`src/rtl/xg_pkg.sv`:
```
// Shared types for the transmit guard.
// Assumes 16-bit bus words and 5-bit terminal address fields.
package xg_pkg;
    localparam int WORD_W = 16;
    localparam int RTA_W  = 5;
    typedef logic [WORD_W-1:0] word_t;
    typedef logic [RTA_W-1:0]  rta_t;
endpackage

```
`src/rtl/xg_loopback.sv`:
```
// Loop-back comparator.
// Holds the last encoded word until its reflected copy arrives, then compares
// the two. Any mismatch, or a word sent before the previous one was reflected,
// sets a sticky error flag that only clear (a new command) removes.
// Assumes the valid inputs are single-cycle pulses.
module xg_loopback
    import xg_pkg::*;
(
    input  logic  clk,
    input  logic  rst_n,
    input  logic  clear,
    input  logic  enc_valid,
    input  word_t enc_word,
    input  logic  refl_valid,
    input  word_t refl_word,
    output logic  tx_err
);
    logic  pending;
    word_t sent;

    // Track the outstanding word and raise the error on mismatch or overrun
    always_ff @(posedge clk) begin
        if (!rst_n) begin
            pending <= 1'b0;
            sent    <= '0;
            tx_err  <= 1'b0;
        end else if (clear) begin
            pending <= 1'b0;
            tx_err  <= 1'b0;
        end else begin
            if (refl_valid && pending) begin
                if (refl_word != sent) tx_err <= 1'b1;
                pending <= 1'b0;
            end
            if (enc_valid) begin
                if (pending && !refl_valid) tx_err <= 1'b1;
                pending <= 1'b1;
                sent    <= enc_word;
            end
        end
    end

    assert_err_sticky_R4: assert property (@(posedge clk) disable iff (!rst_n)
        tx_err && !clear |=> tx_err);
    assert_err_cleared_R4: assert property (@(posedge clk) disable iff (!rst_n)
        clear |=> !tx_err);
    assert_err_cause_R1: assert property (@(posedge clk) disable iff (!rst_n)
        !tx_err ##1 tx_err |-> $past(refl_valid) || $past(enc_valid));
    assert_no_orphan_R3: assert property (@(posedge clk) disable iff (!rst_n)
        !tx_err && !pending && !enc_valid |=> !tx_err);
endmodule

```
`src/rtl/xg_failsafe.sv`:
```
// Fail-safe transmit watchdog.
// Counts consecutive cycles with the transmitter active. When the count
// reaches LIMIT, the timer output goes high and stays high until clear.
// An idle cycle restarts the count. Assumes LIMIT >= 2.
module xg_failsafe #(
    parameter int LIMIT = 3040
) (
    input  logic clk,
    input  logic rst_n,
    input  logic clear,
    input  logic tx_active,
    output logic fs_on
);
    localparam int CW = $clog2(LIMIT + 1);
    localparam logic [CW-1:0] LAST = CW'(LIMIT - 1);

    logic [CW-1:0] cnt;

    // Count active cycles and latch expiry
    always_ff @(posedge clk) begin
        if (!rst_n) begin
            cnt   <= '0;
            fs_on <= 1'b0;
        end else if (clear) begin
            cnt   <= '0;
            fs_on <= 1'b0;
        end else if (tx_active) begin
            if (!fs_on) begin
                if (cnt == LAST) fs_on <= 1'b1;
                else             cnt   <= cnt + 1'b1;
            end
        end else begin
            cnt <= '0;
        end
    end

    assert_cnt_bound_R5: assert property (@(posedge clk) disable iff (!rst_n)
        cnt < CW'(LIMIT));
    assert_fs_hold_R6: assert property (@(posedge clk) disable iff (!rst_n)
        fs_on && !clear |=> fs_on);
    assert_fs_restart_R6: assert property (@(posedge clk) disable iff (!rst_n)
        clear |=> !fs_on && cnt == '0);
    assert_fs_needs_tx_R5: assert property (@(posedge clk) disable iff (!rst_n)
        !fs_on && !tx_active |=> !fs_on);
endmodule

```
`src/rtl/xg_rtrt_check.sv`:
```
// Terminal-to-terminal response checker.
// An arm pulse stores the expected source address and opens a window of
// LIMIT cycles. The first status word inside the window is compared with the
// stored address. A mismatch or an expired window sets a sticky failure that
// clear removes. Status words outside a window are ignored.
// Assumes LIMIT >= 2.
module xg_rtrt_check
    import xg_pkg::*;
#(
    parameter int LIMIT = 228
) (
    input  logic clk,
    input  logic rst_n,
    input  logic clear,
    input  logic arm,
    input  rta_t arm_rta,
    input  logic stat_valid,
    input  rta_t stat_rta,
    output logic fail
);
    localparam int CW = $clog2(LIMIT + 1);
    localparam logic [CW-1:0] LAST = CW'(LIMIT - 1);

    logic          armed;
    logic [CW-1:0] cnt;
    rta_t          expect_rta;

    // Window timing, address compare and sticky failure
    always_ff @(posedge clk) begin
        if (!rst_n) begin
            armed      <= 1'b0;
            cnt        <= '0;
            expect_rta <= '0;
            fail       <= 1'b0;
        end else begin
            if (clear) fail <= 1'b0;
            if (arm) begin
                armed      <= 1'b1;
                cnt        <= '0;
                expect_rta <= arm_rta;
            end else if (clear) begin
                armed <= 1'b0;
            end else if (armed) begin
                if (stat_valid) begin
                    armed <= 1'b0;
                    if (stat_rta != expect_rta) fail <= 1'b1;
                end else if (cnt == LAST) begin
                    armed <= 1'b0;
                    fail  <= 1'b1;
                end else begin
                    cnt <= cnt + 1'b1;
                end
            end
        end
    end

    assert_win_bound_R9: assert property (@(posedge clk) disable iff (!rst_n)
        cnt < CW'(LIMIT));
    assert_fail_sticky_R4: assert property (@(posedge clk) disable iff (!rst_n)
        fail && !clear |=> fail);
    assert_idle_ignored_R10: assert property (@(posedge clk) disable iff (!rst_n)
        !armed && !arm && !clear |=> $stable(fail));
    assert_match_ok_R7: assert property (@(posedge clk) disable iff (!rst_n)
        armed && !arm && !clear && !fail && stat_valid && stat_rta == expect_rta |=> !fail);
endmodule

```
`src/rtl/xmit_guard.sv`:
```
// Transmit loop-back and fail-safe monitor (top).
// Joins the loop-back comparator, the fail-safe watchdog and the
// terminal-to-terminal response checker. A received command clears all
// sticky outputs. Durations are given in microseconds and scaled by
// CYC_PER_US. Assumes all valid inputs are single-cycle pulses from the
// decoder side.
module xmit_guard
    import xg_pkg::*;
#(
    parameter int CYC_PER_US  = 4,
    parameter int FAILSAFE_US = 760,
    parameter int RESP_US     = 57
) (
    input  logic        clk,
    input  logic        rst_n,
    input  logic        cmd_valid,
    input  logic        enc_valid,
    input  logic [15:0] enc_word,
    input  logic        refl_valid,
    input  logic [15:0] refl_word,
    input  logic        tx_active,
    input  logic        tx_cmd_valid,
    input  logic [4:0]  tx_cmd_rta,
    input  logic        stat_valid,
    input  logic [4:0]  stat_rta,
    output logic        tx_err,
    output logic        fs_on,
    output logic        msg_err,
    output logic        status_inhibit
);
    localparam int FS_CYC   = FAILSAFE_US * CYC_PER_US;
    localparam int RESP_CYC = RESP_US * CYC_PER_US;

    logic rtrt_fail;

    xg_loopback u_loop (
        .clk(clk), .rst_n(rst_n), .clear(cmd_valid),
        .enc_valid(enc_valid), .enc_word(enc_word),
        .refl_valid(refl_valid), .refl_word(refl_word),
        .tx_err(tx_err)
    );

    xg_failsafe #(.LIMIT(FS_CYC)) u_fs (
        .clk(clk), .rst_n(rst_n), .clear(cmd_valid),
        .tx_active(tx_active), .fs_on(fs_on)
    );

    xg_rtrt_check #(.LIMIT(RESP_CYC)) u_rtrt (
        .clk(clk), .rst_n(rst_n), .clear(cmd_valid),
        .arm(tx_cmd_valid), .arm_rta(tx_cmd_rta),
        .stat_valid(stat_valid), .stat_rta(stat_rta),
        .fail(rtrt_fail)
    );

    // A failed response both flags the error and blocks the status reply
    always_comb begin
        msg_err        = rtrt_fail;
        status_inhibit = rtrt_fail;
    end

    assert_cmd_clears_R4: assert property (@(posedge clk) disable iff (!rst_n)
        cmd_valid && !tx_cmd_valid |=> !tx_err && !fs_on && !msg_err);
endmodule

```
`config.mk`:
```
export PLATFORM = sky130hd
export DESIGN_NAME = xmit_guard
export DESIGN_NICKNAME = d
export VERILOG_FILES = /design/src/rtl/xg_pkg.sv /design/src/rtl/xg_loopback.sv /design/src/rtl/xg_failsafe.sv /design/src/rtl/xg_rtrt_check.sv /design/src/rtl/xmit_guard.sv
export SDC_FILE = /design/constraint.sdc
export NUM_CORES = 1
export LEC_CHECK = 0
export CAP_MARGIN = 20
export CELL_PAD_IN_SITES_DETAIL_PLACEMENT = 1
export CELL_PAD_IN_SITES_GLOBAL_PLACEMENT = 1
export CORE_MARGIN = 8
export CORE_UTILIZATION = 33
export CTS_CLUSTER_DIAMETER = 200
export DETAILED_ROUTE_END_ITERATION = 7
export PLACE_DENSITY_LB_ADDON = 0.2
export SYNTH_ARGS = -nofsm -noshare
export SYNTH_HDL_FRONTEND = slang
export SYNTH_HIERARCHICAL = 1
export SYNTH_SLANG_ARGS = --single-unit
```
`constraint.sdc`:
```
create_clock -name clk -period 1.4 [get_ports clk]
set_clock_uncertainty 0.1 [all_clocks]
set_input_delay 0.42 -clock clk [delete_from_list [all_inputs] [get_ports clk]]
set_output_delay 0.42 -clock clk [all_outputs]
set_load 0.01 [all_outputs]
```
# Word-level counts from Yosys, hierarchy flattened
# Cells that the tools add are included.
[classes]
eq_ne = 4
reduce_logical = 10
n_bitwise = 7
add_sub_neg = 2
muxes = 20
[ops]
columns = ["cell", "n"]
rows = [
  ["$mux 1", 20],
  ["$ne 16x16->1", 1],
  ["$add 12x1->12 const B", 1],
  ["$eq 12x12->1 const B", 1],
  ["$add 8x1->8 const B", 1],
  ["$eq 8x8->1 const B", 1],
  ["$not 1->1", 7],
  ["$ne 5x5->1", 1],
  ["$reduce_and 2->1", 2],
  ["$reduce_and 4->1", 1],
  ["$reduce_or 2->1", 2],
  ["$reduce_or 3->1", 1],
  ["$logic_and 1x1->1", 2],
  ["$reduce_bool 2->1", 1],
  ["$logic_not 1->1", 1],
]
[word_totals]
in_bits = 50
out_inout_bits = 4
ff_bits = 46
wordCells = 52

# Logic depth before layout (Yosys ltp)
# Gate-level depths: netlist of the first run.
[depth]
word_depth = 6
depth_mapped = 5

# Hierarchy
# The synthesis of the first run kept the hierarchy.
[modules_own_cells]
columns = ["module", "area_each_um2", "seq_area_each_um2", "cells_each", "n_inst"]
rows = [
  ["xg_loopback", 862.1, 360.3, 101, 1],
  ["xg_rtrt_check", 713.2, 300.3, 73, 1],
  ["xg_failsafe", 686.9, 260.2, 71, 1],
  ["xmit_guard", 7.5, 0.0, 1, 1],
]

# Worst setup path after synthesis of the first run
# Ideal clock, no wire load.
[synth_timing]
path_kind = "register to register"
start = "register u_fs.cnt[0]"
end = "register u_fs.cnt[11]"
setup_slack_ns = -0.044
n_path_buf = 0
t_arrival_ns = 1.217
required_ns = 1.172
synth_period_minus_slack_ns = 1.444
stages_incl_launch_ff = 6
setup_ns = 0.128
cell_sequence = "dfxtp_1 ha_1 and3_4 a31oi_4 a21o_1 a21oi_1"
[synth_between]
elab_chain_len = 3
elab_cells_between_ends = 4
cone_classes = "add/sub (1); eq/ne (1); bitwise (1); reduce/logical (1)"
[synth_rtl]
columns = ["element", "line", "source"]
rows = [
  ["start: declaration", "xg_failsafe.sv:17", "logic [CW-1:0] cnt;"],
  ["start signal: assignment", "xg_failsafe.sv:30", "else cnt <= cnt + 1'b1;"],
  ["branches (longest 3 deep; another with $add 12x1->12)", "-", ""],
]
# Several ways; the timed one is not identified.
# A chain may end at the register's enable or synchronous reset.

# Worst setup path in the final report of the first run
[layout_timing]
start = "register u_fs.fs_on"
end = "register u_fs.cnt[4]"
[layout_between]
elab_chain_len = 2
[layout_rtl]
columns = ["element", "line", "source"]
rows = [
  ["start: declaration", "xg_failsafe.sv:12", "output logic fs_on"],
  ["start signal: assignment", "xg_failsafe.sv:23", "fs_on <= 1'b0;"],
  ["start signal: assignment", "xg_failsafe.sv:26", "fs_on <= 1'b0;"],
  ["start signal: assignment", "xg_failsafe.sv:29", "if (cnt == LAST) fs_on <= 1'b1;"],
  ["$not 1->1 (no source line)", "-", ""],
  ["$reduce_and 2->1 (no source line)", "-", ""],
]
# No other way between the ends.

==> results.ini, run 1 <==
[synthesis]
synthTopCellsByCount = dfxtp_1, nand2_1, xnor2_1
synth_cell_types = 48
ys.warnings.count = 6
synth.cell_area_um2 = 2270
synth-simple-area-share_pct = 27.01
synth_mux_area_share_pct = 2.646
synthTopCellsByArea = dfxtp_1, xnor2_1, nand2_1, a21boi_1, xor2_1
synth_top_area_share_pct = 40.57
ys_seq_area_share_pct = 40.57
avgSynthCellArea_um2 = 9.226
synthesis.nets = 298
yosysMostFrequentCell = dfxtp_1
syn_inst = 246
synth_top_family_by_area = simple AND/OR/NAND/NOR gates
synthAdderAreaFrac_pct = 1.103
synth_compound_area_share_pct = 13.56
synth_edf_count = 0
synthXorXnorAreaFrac_pct = 11.96
async_flop_share_pct = 0
ys_ff_latch = 46
yosysTopAreaCell = dfxtp_1
synth-main-ff-cell = dfxtp_1

[worst_hold_path]
hp-class = input port to register

[critical_path]
crit_type = register to register
end_kind = register
worstPathArrival_ns = 1.54
path_max_fanout = 6
required_ns = 1.49
cp-start-kind = register

[cells_and_area]
num_antenna_cells = 0
nets = 387
stdcell_area_um2 = 3408
area_delta_synth_final_pct = 50.17
drive_gt1_share_pct = 27.08

[clock_tree]
clkLatencyLatePin_ns = 0.30
numCtsBuffers = 5
root_buffer = clkbuf_8
cts.path.max_buffers = 2
h-tree-depth = 2
clk_pin_slew_ns = 0.09
cts_tree = yes
clock-sinks = 46

[pwr]
powerDensity_nw_per_um2 = 762.2
power_leakage_nw = 1.379
ir_worst_vdd_mv = 0.4474

[global_routing]
grt_use_total_pct = 13.59
grt_max_degree = 18
antenna_found_initial = 0
overflow = 0
grt_pass1_vias = 2205
grt_first_pass_wirelength_mm = 10.72

[timing]
rsz0062_at_grt = true
setup_viol = 4
tightest_slew_ns = 0.3284
fmax_ghz = 0.6890
fin_crit_sh_pct = 103.7
setup_slack_ns = -0.05139
slew_viol_final = 0
finalSetupTns_ns = -0.1030
relSlewSlack_pct = 78.11
post-route-min-period_ns = 1.451
finalHoldViolations = 0

[routing]
drtPass1Iterations = 4
wire_per_inst_um = 15.98
vias = 2072
routed_via_density = 4.981
drtIter0Drc = 41
detail-route-antenna-nets = 0
wl_mm = 6.647
drc_errors = 0

[floorplan]
coreArea_um2 = 6719
rows = 30
start_util_pct = 33.78
pin_count = 54
die_area_um2 = 9787
die_y_um = 98.93
die-width_um = 98.93

[run_status]
outcome = complete, but fails checks
violations = setup timing

[placed_design]
portBuffers = 53
dpl.hpwl_mm = 4.713
dpl_cell_area_um2 = 3055
gp_congestion = 0.7244

[flow_run]
drv_cap = 0

[path summary, 6_finish.rpt]
check                                             startpoint                           end  slack [ns]  cells after the start
worst max register to register       u_fs/fs_on$_SDFFE_PP0P_      u_fs/cnt[4]$_SDFFE_PP0P_       -0.05                      5
worst min register to register  u_loop/sent[12]$_SDFFE_PN0P_  u_loop/sent[12]$_SDFFE_PN0P_        0.37                      2
worst min-delay path                               cmd_valid       u_fs/fs_on$_SDFFE_PP0P_        0.35                      2
worst max-delay path                 u_fs/fs_on$_SDFFE_PP0P_      u_fs/cnt[4]$_SDFFE_PP0P_       -0.05                      5
[placed cells by master (no fill, tap or decap), types with 3 or more instances in the layout]
| cell | instances |
|---|---|
| a21boi_0 | 7 |
| a21boi_1 | 10 |
| a21o_1 | 3 |
| a21oi_1 | 4 |
| buf_2 | 4 |
| buf_4 | 26 |
| buf_6 | 7 |
| clkbuf_8 | 6 |
| clkdlybuf4s50_1 | 32 |
| dfxtp_1 | 34 |
| dfxtp_2 | 9 |
| dfxtp_4 | 3 |
| dlygate4sd2_1 | 11 |
| dlymetal6s2s_1 | 5 |
| inv_1 | 6 |
| mux2i_1 | 6 |
| nand2_1 | 37 |
| nand3_1 | 6 |
| nand4_1 | 9 |
| nor2_1 | 17 |
| nor2b_1 | 7 |
| nor4_4 | 3 |
| o21ai_0 | 3 |
| xnor2_1 | 21 |
| xor2_1 | 8 |
[per-layer routing]
metal  up-vias  share of wire, %  global-route usage, %
met1      1000                47                  16.30
met3         4               2.7                  3.383
met4         0              0.89                  3.542
met5         -                 0                      0
met2        32                49                  23.44
li1       1036                 -                      -
[worst max-delay path: stages (launching register included)]
cell and delay [ns]:
dfxtp_2 0.33, buf_6 0.13, nand4b_4 0.23, buf_4 0.18, a211oi_1 0.28, a211oi_1 0.08
[power breakdown]
group          leakage [nW]  total (W)  internal, W  switching, W
logic                 0.950   0.000377     0.000234      0.000143
registers             0.381    0.00136      0.00134     0.0000242
clock network        0.0482   0.000858     0.000399      0.000459
[per-stage QoR]
step / hold slack (ns) / total power (W) / utilization [%] / setup slack, ns / std cells
finish: 0.3548 / 0.002598 / 50.73 / -0.05139 / 416
global route: 0.3591 / 0.002748 / 50.73 / -0.1116 / 416
CTS: 0.3720 / 0.002621 / 48.21 / -0.02935 / 411
detailed placement: 0.3598 / 0.001758 / 45.47 / -0.5237 / 397
global placement: 0.3534 / 0.001751 / 45.47 / -0.4986 / 397
floorplan: 0.3475 / 0.001542 / - / 0.002176 / 246
[state kept, by name, indices dropped and copies added (netlist names)]
signal / count
u_loop/sent: 16
u_rtrt/armed: 1
u_loop/tx_err: 1
u_fs/fs_on: 1
u_rtrt/fail: 1
u_fs/cnt: 12
u_loop/pending: 1
u_rtrt/cnt: 8
u_rtrt/expect_rta: 5
[logic make-up after synthesis]
family | after synthesis
AND/OR/NAND/NOR | 107
flip-flops | 46
AO/OA/AOI/OAI | 41
XOR/XNOR | 31
buffers and inverters | 13
multiplexers | 6
adder cells (fa/ha/maj) | 2
[layout make-up]
cell class | count | area, um2
Fill cell | 785 | 3311
Multi-Input combinational cell | 187 | 1420
Sequential cell | 46 | 943.4
Timing Repair Buffer | 89 | 830.8
Tap cell | 80 | 100.1
Clock buffer | 7 | 86.33
Inverter | 6 | 22.52
Clock inverter | 1 | 5.005
[timing repair]
item | in CTS | in global routing
hold buffers | 0 | 0
gates cloned | 0 | 2
endpoints found under the setup margin | 43 | 27
buffers inserted | 6 | 3
pin swaps | 22 | 18
gates resized for setup | 45 | 40
Note: power is estimated with default switching activity, not from simulation.
==> run 2, diff against run 1 <==
- SKIP_CTS_REPAIR_TIMING: unset -> 1
- SYNTH_HIERARCHICAL: 1 -> unset
- TNS_END_PERCENT: unset -> 50
==> results.ini, run 2 <==
[run_status]
outcome = complete, but fails checks
violations = setup timing

[critical_path]
crit_type = register to register
worstPathArrival_ns = 1.63  ; +0.09 ns
end_kind = register
required_ns = 1.49  ; about the same
path_max_fanout = 5  ; -1
cp-start-kind = register
cpMaxStageDelayCell = dfxtp_2
reg2reg_setup_slack_ns = -0.15  ; -0.10 ns
slowest_delay_ns = 0.34  ; about the same
worstPathCellList = ha_4, and4b_4, a211oi_4, mux2i_1, nor2_1

[flow_run]
drv_cap = 0  ; unchanged

[global_routing]
grt_first_pass_wirelength_mm = 10.30  ; -3.9%
grt_use_total_pct = 12.68  ; -0.91 points
antenna_found_initial = 0  ; unchanged
grt_pass1_vias = 2186  ; -0.86%
overflow = 0  ; unchanged
grt_max_degree = 24  ; +6

[routing]
vias = 2000  ; -3.5%
wl_mm = 6.301  ; -5.2%
drc_errors = 0  ; unchanged
detail-route-antenna-nets = 0  ; unchanged
drtIter0Drc = 32  ; -22%
wire_per_inst_um = 15.29  ; -4.3%
routed_via_density = 4.854  ; -2.5%
drtPass1Iterations = 4  ; unchanged

[timing]
tightest_slew_ns = 0.3363  ; +0.007942 ns
post-route-min-period_ns = 1.547  ; +0.09610 ns
fmax_ghz = 0.6462  ; -6.2%
finalSetupTns_ns = -0.7679  ; -0.6649 ns
relSlewSlack_pct = 77.55  ; -0.55 points
rsz0062_at_grt = true
setup_slack_ns = -0.1475  ; -0.09610 ns
setup_viol = 14  ; +10
slew_viol_final = 0  ; unchanged
fin_crit_sh_pct = 110.5  ; +6.9 points
finalHoldViolations = 0  ; unchanged

[cells_and_area]
largest_reg_flops = 16  ; unchanged
nets = 383  ; -1.0%
largest_register = u_loop.sent
area_delta_synth_final_pct = 55.26
fin_util_pct = 52.22  ; +1.5 points
stdcell_area_um2 = 3508  ; +2.9%
num_antenna_cells = 0  ; unchanged
largestRegisters = u_loop.sent: 16 flops, u_fs.cnt: 12 flops, u_rtrt.cnt: 8 flops
final_cell_mix = nand2_1, dfxtp_1, clkdlybuf4s50_1, buf_4, dlymetal6s2s_1
nFillCells = 745  ; -5.1%
layout_commonest_cell = nand2_1
drive_gt1_share_pct = 27.41  ; +0.33 points

[synthesis]
yosysMostFrequentCell = dfxtp_1
synthTopCellsByArea = dfxtp_1, xnor2_1, nand2_1, mux2i_1, xor2_1
synthTopCellsByCount = dfxtp_1, nand2_1, xnor2_1
syn_inst = 243  ; -1.2%
synth-main-ff-cell = dfxtp_1
synth.cell_area_um2 = 2260  ; -0.44%
ys.warnings.count = 0  ; -6
synth_top_area_share_pct = 40.75  ; +0.18 points
yosysTopAreaCell = dfxtp_1
synth_cell_types = 49  ; +2.1%
avgSynthCellArea_um2 = 9.299  ; +0.79%
synthesis.nets = 295  ; -1.0%
ys_ff_latch = 46  ; unchanged
async_flop_share_pct = 0  ; unchanged
ys_seq_area_share_pct = 40.75  ; +0.18 points
synth_edf_count = 0  ; unchanged

[worst_hold_path]
hp-class = register to register

[clock_tree]
cts_tree = yes
numCtsBuffers = 5  ; unchanged
cts.path.max_buffers = 2  ; unchanged
root_buffer = clkbuf_8
clkLatencyLatePin_ns = 0.30  ; about the same
h-tree-depth = 2  ; unchanged
clock-sinks = 46  ; unchanged
clk_pin_slew_ns = 0.09  ; about the same

[placed_design]
dpl.hpwl_mm = 4.758  ; +0.97%
dpl_cell_area_um2 = 3151  ; +3.1%
gp_congestion = 0.7384  ; +1.9%
portBuffers = 53  ; unchanged

[pwr]
power_leakage_nw = 1.502  ; +8.9%
p_total_w = 0.002628  ; +1.2%
powerDensity_nw_per_um2 = 748.9  ; -1.7%
ir_worst_vdd_mv = 0.3592  ; -20%

[floorplan]
coreArea_um2 = 6719  ; unchanged
rows = 30  ; unchanged
pin_count = 54  ; unchanged
die-width_um = 98.75  ; -0.18%
die_y_um = 98.75  ; -0.18%
start_util_pct = 33.63  ; -0.15 points
die_area_um2 = 9752  ; -0.36%

-- run 2: changes by cell type after synthesis, sizes merged, moves of 2 or more --
cell / change
nor2: +2
nand2b: +3
o21ai: -3
clkbuf: +5
nor2b: -2
mux2i: +2
nand3: -5
o211ai: -2
inv: -5
a21o: -3
-- run 2: worst max-delay path, delay by kind of cell, from the launching register on --
| family | cells | cell delay, ns |
|---|---|---|
| DFF | 1 | 0.34 |
| AOI/OAI and AO/OA | 1 | 0.33 |
| and+or+nand+nor | 2 | 0.27 |
| muxes | 1 | 0.23 |
| adders and majority gates | 1 | 0.17 |
-- run 2: area by class of cell --
cell class / count / area [um2] / area share (%)
timing repair buffer: 92 / 943.4 / 26.89
clock buffer: 6 / 82.58 / 2.354
inverter: 1 / 3.754 / 0.1070
sequential: 46 / 932.1 / 26.57
tap: 80 / 100.1 / 2.853
clock inverter: 2 / 12.51 / 0.3566
multi-input combinational: 185 / 1434 / 40.87
-- run 2: cell families after synthesis --
group,Yosys count,synth area share [%]
AOI/OAI and AO/OA,35,13.01
xor gates and xnor gates,33,12.79
adders and majority gates,2,1.107
buffers and inverters,12,2.326
DFF,46,40.75
muxes,8,3.544
and+or+nand+nor,107,26.47
-- run 2: metal layers --
layer	share of wire, %	global-route usage, %	wire length (um)
met1	44	14.53	2797
met3	3.9	3.594	243
met2	50	22.45	3172
met5	0	0	0
met4	1.4	3.188	87
-- run 2: report_power, final --
part | internal (W) | switching (W) | total, W
Clock | 0.000398 | 0.000465 | 0.000863
Sequential | 0.00134 | 0.0000280 | 0.00137
Combinational | 0.000249 | 0.000146 | 0.000395
Total | 0.00199 | 0.000639 | 0.00263
-- run 2: worst paths after layout --
kind	from	endpoint	cells past startpoint
worst max-delay path	u_rtrt.cnt[0]$_SDFFE_PP0P_	u_rtrt.cnt[1]$_SDFFE_PP0P_	5
worst min-delay path	u_loop.sent[3]$_SDFFE_PN0P_	u_loop.sent[3]$_SDFFE_PN0P_	2
worst max register to register	u_rtrt.cnt[0]$_SDFFE_PP0P_	u_rtrt.cnt[1]$_SDFFE_PP0P_	5
worst min register to register	u_loop.sent[3]$_SDFFE_PN0P_	u_loop.sent[3]$_SDFFE_PN0P_	2
-- run 2: per-stage QoR --
| step | instances | worst slack [ns] | hold WS, ns |
|---|---|---|---|
| finish | 412 | -0.1475 | 0.3685 |
| global route | 412 | -0.2048 | 0.4071 |
| CTS | 408 | -0.4181 | 0.3728 |
| detailed placement | 400 | -0.4892 | 0.3590 |
| global placement | 400 | -0.4500 | 0.3537 |
| floorplan | 243 | -0.06872 | 0.3475 |
==> run 3, diff against run 2 <==
- ABC_AREA: unset -> 1
- CORE_UTILIZATION: 33 -> 31
- CTS_CLUSTER_DIAMETER: 200 -> 30
==> results.ini, run 3 <==
[critical_path]
cpMaxStageDelayCell = dfxtp_2
end_kind = register
path_max_fanout = 3  ; -2
worstPathArrival_ns = 1.57  ; -0.06 ns
crit_type = register to register
worstPathCellList = ha_4, inv_1, nor2_4, nand2_1, nor3_2, nand3_1, o21ai_1, nor2_1
required_ns = 1.51  ; +0.02 ns
cp-start-kind = register
slowest_delay_ns = 0.37  ; +0.03 ns

[timing]
rsz0062_at_grt = true
finalHoldViolations = 0  ; unchanged
fin_crit_sh_pct = 104.4  ; -6.2 points
post-route-min-period_ns = 1.461  ; -0.08630 ns
tightest_slew_ns = 0.2700  ; -0.06633 ns
finalSetupTns_ns = -0.2373  ; +0.5307 ns
setup_slack_ns = -0.06118  ; +0.08630 ns
setup_viol = 8  ; -6
relSlewSlack_pct = 81.98  ; +4.4 points
fmax_ghz = 0.6844  ; +5.9%
slew_viol_final = 0  ; unchanged

[global_routing]
grt_max_degree = 25  ; +4.2%
antenna_found_initial = 0  ; unchanged
grt_first_pass_wirelength_mm = 12.77  ; +24%
overflow = 0  ; unchanged
grt_use_total_pct = 13.93  ; +1.2 points
grt_pass1_vias = 2726  ; +25%

[floorplan]
die_area_um2 = 11020  ; +13%
die-width_um = 105.0  ; +6.3%
start_util_pct = 31.93  ; -1.7 points
pin_count = 54  ; unchanged
rows = 32  ; +6.7%
coreArea_um2 = 7687  ; +14%
die_y_um = 105.0  ; +6.3%

[cells_and_area]
drive_gt1_share_pct = 29.84  ; +2.4 points
area_delta_synth_final_pct = 60.60
largest_register = u_loop.sent
final_cell_mix = nand2_1, inv_1, nor2_1, clkdlybuf4s50_1, buf_4
largestRegisters = u_loop.sent: 16 flops, u_fs.cnt: 12 flops, u_rtrt.cnt: 8 flops
layout_commonest_cell = nand2_1
nets = 537  ; +40%
num_antenna_cells = 0  ; unchanged
fin_util_pct = 51.29  ; -0.93 points
nFillCells = 993  ; +33%
largest_reg_flops = 16  ; unchanged
stdcell_area_um2 = 3943  ; +12%

[synthesis]
synth-main-ff-cell = dfxtp_1
synth_edf_count = 0  ; unchanged
synth_cell_types = 27  ; -45%
synthesis.nets = 439  ; +49%
synthTopCellsByArea = dfxtp_1, nand2_1, nor2_1, inv_1, a21oi_1
ys.warnings.count = 0  ; unchanged
synth_top_area_share_pct = 37.51  ; -3.2 points
synth.cell_area_um2 = 2455  ; +8.6%
ys_seq_area_share_pct = 37.51  ; -3.2 points
synthTopCellsByCount = nand2_1, nor2_1, inv_1
ys_ff_latch = 46  ; unchanged
async_flop_share_pct = 0  ; unchanged
yosysTopAreaCell = dfxtp_1
yosysMostFrequentCell = nand2_1
avgSynthCellArea_um2 = 6.343  ; -32%
syn_inst = 387  ; +59%

[placed_design]
dpl_cell_area_um2 = 3367  ; +6.9%
portBuffers = 53  ; unchanged
gp_congestion = 0.7529  ; +2.0%
dpl.hpwl_mm = 5.841  ; +23%

[clock_tree]
numCtsBuffers = 5  ; unchanged
h-tree-depth = 2  ; unchanged
root_buffer = clkbuf_8
clk_pin_slew_ns = 0.10  ; about the same
cts.path.max_buffers = 2  ; unchanged
clkLatencyLatePin_ns = 0.30  ; about the same
clock-sinks = 46  ; unchanged
cts_tree = yes

[run_status]
outcome = complete, but fails checks
violations = setup timing

[routing]
drtPass1Iterations = 4  ; unchanged
detail-route-antenna-nets = 0  ; unchanged
drtIter0Drc = 25  ; -22%
drc_errors = 0  ; unchanged
routed_via_density = 4.655  ; -4.1%
vias = 2737  ; +37%
wire_per_inst_um = 14.19  ; -7.2%
wl_mm = 8.341  ; +32%

[pwr]
powerDensity_nw_per_um2 = 690.5  ; -7.8%
ir_worst_vdd_mv = 0.3657  ; +1.8%
power_leakage_nw = 1.765  ; +18%

[worst_hold_path]
hp-class = register to register

[flow_run]
drv_cap = 0  ; unchanged

## run 3: cell types whose count changed after synthesis, moves of 22 or more
cell / delta
nand2_1: +52
o21ai_0: +24
xnor2_1: -24
a21oi_1: +22
inv_1: +61
nor2_1: +48
## run 3: worst paths after layout
path / slack [ns] / depth (start not counted) / end / startpoint
worst max-delay path: -0.06 / 8 / u_fs.cnt[8]$_SDFFE_PP0P_ / u_fs.cnt[1]$_SDFFE_PP0P_
worst min-delay path: 0.37 / 2 / u_loop.sent[9]$_SDFFE_PN0P_ / u_loop.sent[9]$_SDFFE_PN0P_
worst max register to register: -0.06 / 8 / u_fs.cnt[8]$_SDFFE_PP0P_ / u_fs.cnt[1]$_SDFFE_PP0P_
worst min register to register: 0.37 / 2 / u_loop.sent[9]$_SDFFE_PN0P_ / u_loop.sent[9]$_SDFFE_PN0P_
## run 3: worst max-delay path: cells and delay by family (launching register included)
kind / cells / cell delay [ns]
AND/OR/NAND/NOR: 5 / 0.57
buffers and inverters: 1 / 0.06
flip-flops: 1 / 0.37
adder cells (fa/ha/maj): 1 / 0.14
AO/OA/AOI/OAI: 1 / 0.15
## run 3: final cells by class
| class | count | area (um2) | share of cell area, % |
|---|---|---|---|
| Multi-Input combinational cell | 270 | 1563 | 39.64 |
| Timing Repair Buffer | 97 | 955.9 | 24.25 |
| Sequential cell | 46 | 947.2 | 24.02 |
| Inverter | 65 | 257.7 | 6.538 |
| Tap cell | 102 | 127.6 | 3.237 |
| Clock buffer | 7 | 86.33 | 2.190 |
| Clock inverter | 1 | 5.005 | 0.1269 |
## run 3: kinds of logic after synthesis
logic type,after synthesis,share of synthesized area [%]
and+or+nand+nor,199,34.40
buffers and inverters,71,11.42
AOI/OAI and AO/OA,63,13.51
DFF,46,37.51
xor gates and xnor gates,6,2.141
adders and majority gates,2,1.019
## run 3: per-layer routing
metal	vias to the layer above	global-route usage [%]	share of wire [%]	wire (um)
li1	1401	-	-	-
met1	1292	16.91	44	3678
met2	38	24.21	52	4350
met3	6	2.887	2.8	231
met4	0	3.874	0.97	81
met5	-	0	0	0
## run 3: power by group
| part | internal (W) | switching [W] |
|---|---|---|
| combinational | 0.000246 | 0.000214 |
| clock | 0.000400 | 0.000484 |
| sequential | 0.00135 | 0.0000298 |
| total | 0.00199 | 0.000727 |
## run 3: through the flow
step | hold WS [ns] | instances | power, W | setup slack, ns
floorplan | 0.3431 | 387 | 0.001579 | -0.01645
global placement | 0.3541 | 571 | 0.001812 | -0.4192
detailed placement | 0.3615 | 571 | 0.001824 | -0.4266
CTS | 0.3753 | 579 | 0.002706 | -0.3786
global route | 0.3963 | 588 | 0.002863 | -0.1502
finish | 0.3699 | 588 | 0.002722 | -0.06118
